`src/rtl/mulUnitPkg.sv`:
```
package mulUnitPkg;

  // strobes from control to datapath
  typedef struct packed {
    logic loadOps;   // capture operands, selectors and status
    logic stepMul;   // form partial products
    logic stepFin;   // sum, shift, flags, done
  } mulCtl_t;

  typedef enum logic [1:0] {
    ST_IDLE = 2'd0,
    ST_MUL  = 2'd1,
    ST_FIN  = 2'd2
  } mulState_t;

  // sign selector codes
  localparam logic [1:0] SIGN_UU = 2'd0;
  localparam logic [1:0] SIGN_SS = 2'd1;
  localparam logic [1:0] SIGN_SU = 2'd2;

endpackage

```
`src/rtl/mulCtrl.sv`:
```
module mulCtrl
  import mulUnitPkg::*;
(
  input  logic    clk,
  input  logic    rstN,
  input  logic    startIn,
  output mulCtl_t ctl,
  output logic    busyOut
);

  mulState_t stateQ, stateD;

  always_comb begin
    ctl.loadOps = startIn && (stateQ != ST_MUL);
    ctl.stepMul = (stateQ == ST_MUL);
    ctl.stepFin = (stateQ == ST_FIN);
    case (stateQ)
      ST_IDLE: stateD = ST_IDLE;
      ST_MUL:  stateD = ST_FIN;
      ST_FIN:  stateD = ST_IDLE;
      default: stateD = ST_IDLE;
    endcase
    if (ctl.loadOps) stateD = ST_MUL;
  end

  always_ff @(posedge clk or negedge rstN) begin
    if (!rstN) stateQ <= ST_IDLE;
    else       stateQ <= stateD;
  end

  assign busyOut = (stateQ != ST_IDLE);

endmodule

```
`src/rtl/mulPath.sv`:
```
module mulPath
  import mulUnitPkg::*;
#(
  parameter int OP_W   = 8,
  parameter int STAT_W = 8,
  parameter int Z_BIT  = 1,
  parameter int C_BIT  = 0
) (
  input  logic              clk,
  input  logic              rstN,
  input  mulCtl_t           ctl,
  input  logic [OP_W-1:0]   opA,
  input  logic [OP_W-1:0]   opB,
  input  logic [1:0]        signSel,
  input  logic              fracSel,
  input  logic [STAT_W-1:0] statusIn,
  output logic [2*OP_W-1:0] prodOut,
  output logic [STAT_W-1:0] statusOut,
  output logic              doneOut
);

  localparam int PROD_W = 2 * OP_W;
  localparam int LO_W   = OP_W / 2;
  localparam int HI_W   = OP_W + 1 - LO_W;
  localparam int PP_W   = OP_W + 1 + HI_W;

  // operand stage
  logic signed [OP_W:0] aExtQ, bExtQ;
  logic                 fracQ;
  logic                 signA, signB;

  assign signA = (signSel == SIGN_SS) || (signSel == SIGN_SU);
  assign signB = (signSel == SIGN_SS);

  always_ff @(posedge clk or negedge rstN) begin
    if (!rstN) begin
      aExtQ <= '0;
      bExtQ <= '0;
      fracQ <= 1'b0;
    end else if (ctl.loadOps) begin
      aExtQ <= {signA & opA[OP_W-1], opA};
      bExtQ <= {signB & opB[OP_W-1], opB};
      fracQ <= fracSel;
    end
  end

  // partial product stage: low nibble of B unsigned, upper part signed
  logic signed [PP_W-1:0] aW, bLoW, bHiW;
  logic signed [PP_W-1:0] pp0Q, pp1Q;

  assign aW   = aExtQ;
  assign bLoW = $signed({1'b0, bExtQ[LO_W-1:0]});
  assign bHiW = $signed(bExtQ[OP_W:LO_W]);

  always_ff @(posedge clk or negedge rstN) begin
    if (!rstN) begin
      pp0Q <= '0;
      pp1Q <= '0;
    end else if (ctl.stepMul) begin
      pp0Q <= aW * bLoW;
      pp1Q <= aW * bHiW;
    end
  end

  // final stage: combine, optional doubling, flags
  logic signed [PROD_W-1:0] pp0W, pp1W, rawSum;
  logic [PROD_W-1:0]        resW;

  assign pp0W   = pp0Q;
  assign pp1W   = pp1Q;
  assign rawSum = pp0W + (pp1W <<< LO_W);
  assign resW   = fracQ ? {rawSum[PROD_W-2:0], 1'b0} : $unsigned(rawSum);

  logic zQ, cQ, doneQ;
  logic [PROD_W-1:0] prodQ;

  always_ff @(posedge clk or negedge rstN) begin
    if (!rstN) begin
      prodQ <= '0;
      zQ    <= 1'b0;
      cQ    <= 1'b0;
      doneQ <= 1'b0;
    end else begin
      doneQ <= ctl.stepFin;
      if (ctl.stepFin) begin
        prodQ <= resW;
        zQ    <= (resW == '0);
        cQ    <= rawSum[PROD_W-1];
      end
    end
  end

  // status byte: flag bits rewritten, the rest carried from the start
  for (genvar i = 0; i < STAT_W; i++) begin : gStat
    if (i == Z_BIT) begin : gZ
      assign statusOut[i] = zQ;
    end else if (i == C_BIT) begin : gC
      assign statusOut[i] = cQ;
    end else begin : gKeep
      logic holdQ, outQ;
      always_ff @(posedge clk or negedge rstN) begin
        if (!rstN) begin
          holdQ <= 1'b0;
          outQ  <= 1'b0;
        end else begin
          if (ctl.loadOps) holdQ <= statusIn[i];
          if (ctl.stepFin) outQ  <= holdQ;
        end
      end
      assign statusOut[i] = outQ;
    end
  end

  assign prodOut = prodQ;
  assign doneOut = doneQ;

endmodule

```
`src/rtl/mulUnit.sv`:
```
module mulUnit
  import mulUnitPkg::*;
#(
  parameter int OP_W   = 8,
  parameter int STAT_W = 8,
  parameter int Z_BIT  = 1,
  parameter int C_BIT  = 0
) (
  input  logic              clk,
  input  logic              rstN,
  input  logic              startIn,
  input  logic [OP_W-1:0]   opA,
  input  logic [OP_W-1:0]   opB,
  input  logic [1:0]        signSel,
  input  logic              fracSel,
  input  logic [STAT_W-1:0] statusIn,
  output logic [OP_W-1:0]   prodHi,
  output logic [OP_W-1:0]   prodLo,
  output logic [STAT_W-1:0] statusOut,
  output logic              doneOut,
  output logic              busyOut
);

  mulCtl_t ctl;
  logic [2*OP_W-1:0] prodW;
  logic loadStrobe;

  mulCtrl ctrl_i (
    .clk     (clk),
    .rstN    (rstN),
    .startIn (startIn),
    .ctl     (ctl),
    .busyOut (busyOut)
  );

  mulPath #(
    .OP_W   (OP_W),
    .STAT_W (STAT_W),
    .Z_BIT  (Z_BIT),
    .C_BIT  (C_BIT)
  ) path_i (
    .clk       (clk),
    .rstN      (rstN),
    .ctl       (ctl),
    .opA       (opA),
    .opB       (opB),
    .signSel   (signSel),
    .fracSel   (fracSel),
    .statusIn  (statusIn),
    .prodOut   (prodW),
    .statusOut (statusOut),
    .doneOut   (doneOut)
  );

  assign loadStrobe = ctl.loadOps;
  assign prodHi = prodW[2*OP_W-1:OP_W];
  assign prodLo = prodW[OP_W-1:0];

endmodule

```
`config.mk`:
```
export PLATFORM = sky130hd
export DESIGN_NAME = mulUnit
export DESIGN_NICKNAME = d
export VERILOG_FILES = /design/src/rtl/mulUnitPkg.sv /design/src/rtl/mulCtrl.sv /design/src/rtl/mulPath.sv /design/src/rtl/mulUnit.sv
export SDC_FILE = /design/constraint.sdc
export NUM_CORES = 1
export LEC_CHECK = 0
export ABC_AREA = 1
export CORE_UTILIZATION = 42
export DETAILED_ROUTE_END_ITERATION = 6
export DONT_BUFFER_PORTS = 1
export RECOVER_POWER = 100
export SLEW_MARGIN = 5
export SYNTH_ARGS = -nofsm -noshare
export SYNTH_HDL_FRONTEND = slang
export SYNTH_SLANG_ARGS = --single-unit
```
`constraint.sdc`:
```
create_clock -name clk -period 5.86 [get_ports clk]
set_clock_uncertainty 0.15 [all_clocks]
set_input_delay 0.293 -clock clk [delete_from_list [all_inputs] [get_ports clk]]
set_output_delay 0.293 -clock clk [all_outputs]
set_load 0.01 [all_outputs]
```
* Yosys cells after proc, flatten, opt, wreduce, memory -nomap -nowiden
Cells that the tools add are included.
** Storage, ports and cells
- Register bits after elaboration :: 78
- Input bits :: 30
- Output and inout port bits :: 26
** Operators by class
- Bitwise gates (word level) :: 2
- Equal/unequal tests :: 5
- $add $sub $neg :: 1
- Multiplexer cells :: 3
- Multiply operators :: 2
- Reductions and logical operators :: 4
** Operators by type and width (count)
- $add 14x16->16 :: 1
- $logic_not 16->1 :: 1
- $mux 16 :: 1
- $mul 9x5->14 :: 1
- $mul 9x5->12 :: 1
- $eq 2x1->1 const B :: 2
- $eq 2x2->1 const B :: 2
- $mux 2 :: 2
- $and 1x1->1 :: 2
- $ne 2x1->1 const B :: 1
- $reduce_bool 2->1 :: 1
- $logic_and 1x1->1 :: 1
- $logic_or 1x1->1 :: 1

* Depth between registers and ports, before layout
- Depth in word-level cells :: 3
- Gate-level depth with buffers :: 21

* Cells and area by module
A second synthesis with hierarchy kept.
** Unflattened totals
- Cells, all modules :: 896
- Area total of the unflattened synthesis :: 6761.5 µm²
** Modules (own cells, without submodules)
- mulPath :: seq. area each 1901.8 µm², area each 6683.9 µm², times used 1, cells each 887
- mulCtrl :: seq. area each 50.0 µm², area each 77.6 µm², times used 1, cells each 9

* Least setup slack after synthesis
Ideal clock, no wire load.
- Path type :: reg-to-reg
- Start point :: register path_i.bExtQ[8]
- End point :: register path_i.pp1Q[9]
- Path buffers :: 0
- Stages on the path, launching flop included :: 17
- Path slack :: 1.982 ns
- Data arrival time :: 3.646 ns
- Path through :: dfrtp_1 -> clkinv_1 -> or2_2 -> fa_1 -> fa_1 -> fa_1 -> fa_1 -> inv_1 -> nand2_1 -> nand2_1 -> nand2_1 -> nand2_1 -> nand2_1 -> nand2_1 -> a21oi_1 -> or2_2 -> a31oi_1
** On the way
- Cells in the longest elaborated chain, start to end :: 1
** RTL lines
- start, declared :: line mulPath.sv:28 : logic signed [OP_W:0] aExtQ, bExtQ;
- start signal, assigned :: line mulPath.sv:42 : bExtQ <= {signB & opB[OP_W-1], opB};
- $mul 9x5->12 :: line mulPath.sv:61 : pp1Q <= aW * bHiW;
- end signal, assigned :: line mulPath.sv:61
- end, declared :: line mulPath.sv:49 : logic signed [PP_W-1:0] pp0Q, pp1Q;
No other way between the ends.
A chain may end at the register's enable or synchronous reset.

* Worst setup path in the final report
Ends and elaborated chain as after synthesis.

==> out/metrics.cfg <==
[critical_path]
path_cells = clkinv_1, or2_2, fa_1, fa_1, fa_1, fa_1, inv_1, nand2_1, nand2_1, nand2_1, nand2_1, nand2_1, nand2_1, a21oi_1, or2_2, a31oi_1
slowest_stage = fa_1
cp_common_cell = nand2_1
start_kind = register
arrival_ns = 4.25
slowest_delay_ns = 0.53
crit_fanout = 9
worstPathRequired_ns = 5.98
end_kind = register
critPathKind = reg2reg
rrSetupSlack_ns = 1.73

[route]
drc = 0
vias_per_cell = 4.63
drtIter0Drc = 255
first_pass_iters = 4
ant_nets = 0
routedWlPerCell_um = 11.8
num_vias = 5293
wl_um = 13400

[place]
dp_cells = 1100
place_area_um2 = 6820
gp_congestion = 0.860
dp_slack_ns = 1.70
dp_hpwl_um = 10300
port_buffers = 0

[floorplanning]
core_um2 = 15400
io_pins = 56
dieWidth_um = 129
die_h_um = 129
rows = 45
floorplan.die_area_um2 = 16600
initial_core_util_pct = 43.7

[synth]
ys_types = 33
synth_cells = 929
synthXorXnorAreaFrac_pct = 2.08
async_flop_share_pct = 100
yosys_register_bits = 78
synth_edf_count = 0
syn_nets = 1061
ys.flop_type = dfrtp_1
synth_top_area_share_pct = 28.9
synth_area_leaders = dfrtp_1 29%, nand2_1 17%, fa_1 13%, ha_1 11%, inv_1 11%
ys_warn_count = 0
synth_fa_ha_area_share_pct = 23.8
avgSynthCellArea_um2 = 7.26
yosysMostFrequentCell = nand2_1
synth_compound_area_share_pct = 6.33
synth_mux_area_share_pct = 0
synth-simple-area-share_pct = 25.0
ys_top_cells_by_count = 312 x nand2_1, 190 x inv_1, 78 x dfrtp_1
ys_seq_area_share_pct = 28.9
syn-cell-area_um2 = 6750
synth_top_family_by_area = simple AND/OR/NAND/NOR gates
yosys.area.top_type = dfrtp_1

[clocking]
post_cts_buffers = 0
clk_pin_slew_ns = 0.06
htree_levels = 3
clkSinkCount = 78
cts_root_buf = clkbuf_16
insertion_delay_ns = 0.35
cts_tree = yes
cts.path.max_buffers = 2
cts_buffers = 9

[sta]
max_freq_ghz = 0.242
fin_crit_ns = 4.13
finalHoldViolations = 0
setup_viol = 0
worst_slew_pin_slew_ns = 1.14
grt_setup_unrepaired = false
fin_tns_setup_ns = 0
slew_headroom_pct = 24.0
fin_crit_sh_pct = 70.5
timing.final.ws_setup_ns = 1.73
drv_slew = 0

[power]
cellLeakagePower_nw = 4.34
p_per_area_nw_per_um2 = 395
p_total_w = 0.00293
peakVddDrop_uv = 158

[global_routing]
grt-ovfl-total = 0
grt_pass1_vias = 5062
antenna_found_initial = 0
grt_pass1_wl_um = 23700
grtUsageTotal_pct = 18.0
grt_max_degree = 79

[final_layout]
n_antenna_cell = 0
nFillCells = 1585
regArea_um2 = 1950
multi_input_area_um2 = 3860
layout.cells.non_filler = 1142
final_nets = 1058
syn_to_final_growth_pct = 9.78
design_area_um2 = 7400
drive_above_1_share_pct = 2.79

[flow_run]
maxCapViolations = 0

[outcome]
run_status = finished, final reports clean

[min_path]
worstHoldPathType = in2reg

-- flip-flops by register name, summed over array words and instances (netlist names) --
name                      cells
path_i.bExtQ                  9
path_i.cQ                     1
path_i.pp1Q                  12
path_i.zQ                     1
path_i.gStat.gKeep.holdQ      6
ctrl_i.stateQ                 2
path_i.fracQ                  1
path_i.pp0Q                  14
path_i.doneOut                1
path_i.aExtQ                  9
path_i.gStat.gKeep.outQ       6
path_i.prodOut               16
-- worst paths after layout --
path	from	endpoint	cells past startpoint
setup / recovery	path_i.bExtQ[8]	path_i.pp1Q[9]	16
hold / removal	signSel[1]	path_i.aExtQ[8]	3
setup reg to reg	path_i.bExtQ[8]	path_i.pp1Q[9]	16
hold reg to reg	path_i.gStat[7].gKeep.holdQ	path_i.gStat[7].gKeep.outQ	2
max in group asynchronous	rstN	path_i.bExtQ[4]	2
min in group asynchronous	rstN	path_i.prodOut[14]	2
-- metrics by stage --
stage / hold WS (ns) / util (%)
2_1_floorplan: -0.153 / -
3_3_place_gp: -0.149 / 44.2
3_5_place_dp: -0.149 / 44.2
4_1_cts: 0.0354 / 48.0
5_1_grt: 0.0479 / 48.0
6_report: 0.0496 / 48.0
-- cells by family after synthesis --
group,count (synthesis)
adder cells (fa/ha/maj),102
flip-flops,78
buffers and inverters,235
AND/OR/NAND/NOR,421
XOR/XNOR,16
AO/OA/AOI/OAI,77
-- cell type report --
cell class                      count  area share (%)
Clock buffer                       11            3.41
Clock inverter                      5           0.862
Inverter                          193            9.78
Multi-Input combinational cell    616            52.2
Sequential cell                    78            26.4
Tap cell                          211            3.57
Timing Repair Buffer               28            3.85
-- what timing repair did --
action                                  CTS  global route
endpoints found under the hold margin   103             0
gates resized for setup                   0             0
hold buffers                             26             0
endpoints found under the setup margin    0             0
-- worst max-delay path, delay by kind of cell, from the launching register on --
family / cells / cell delay (ns)
flip-flops: 1 / 0.35
AND/OR/NAND/NOR: 8 / 1.05
AO/OA/AOI/OAI: 2 / 0.19
buffers and inverters: 2 / 0.32
adder cells (fa/ha/maj): 4 / 1.99
-- layout by cell type, fill, tap and decap left out, types with 2 or more instances in the layout --
| cell | netlist | layout |
|---|---|---|
| a211oi_1 | 2 | 2 |
| a31oi_1 | 9 | 9 |
| clkbuf_1 | 21 | 2 |
| ha_1 | 58 | 58 |
| or2_1 | 3 | 3 |
| o21ai_0 | 36 | 36 |
| clkbuf_16 | 0 | 9 |
| clkbuf_8 | 0 | 2 |
| xnor2_1 | 7 | 7 |
| nand4_1 | 8 | 8 |
| clkinv_1 | 2 | 2 |
| nand2_1 | 312 | 312 |
| dlygate4sd3_1 | 0 | 25 |
| inv_1 | 190 | 190 |
| nor2_1 | 40 | 40 |
| fa_1 | 44 | 44 |
| nor3_1 | 2 | 2 |
| o21ai_2 | 2 | 2 |
| nand3_1 | 50 | 50 |
| inv_6 | 0 | 2 |
| dfrtp_1 | 78 | 78 |
| or2_2 | 3 | 3 |
| xor2_1 | 9 | 9 |
| a21oi_1 | 21 | 21 |
-- layer usage --
metal  up-vias  GRT usage, %  part of all wire (%)
li1       2793             -                     -
met1      2431          24.8                    51
met2        57          28.7                    45
met3        12          4.07                   2.8
met4         0          3.94                  0.88
met5         -             0                     0
-- power by group --
| group | internal [W] | total, W | switching [W] |
|---|---|---|---|
| logic | 0.000555 | 0.00143 | 0.000875 |
| registers | 0.000708 | 0.000905 | 0.000197 |
| clock network | 0.000357 | 0.000590 | 0.000233 |
(Power assumes the default switching activity.)
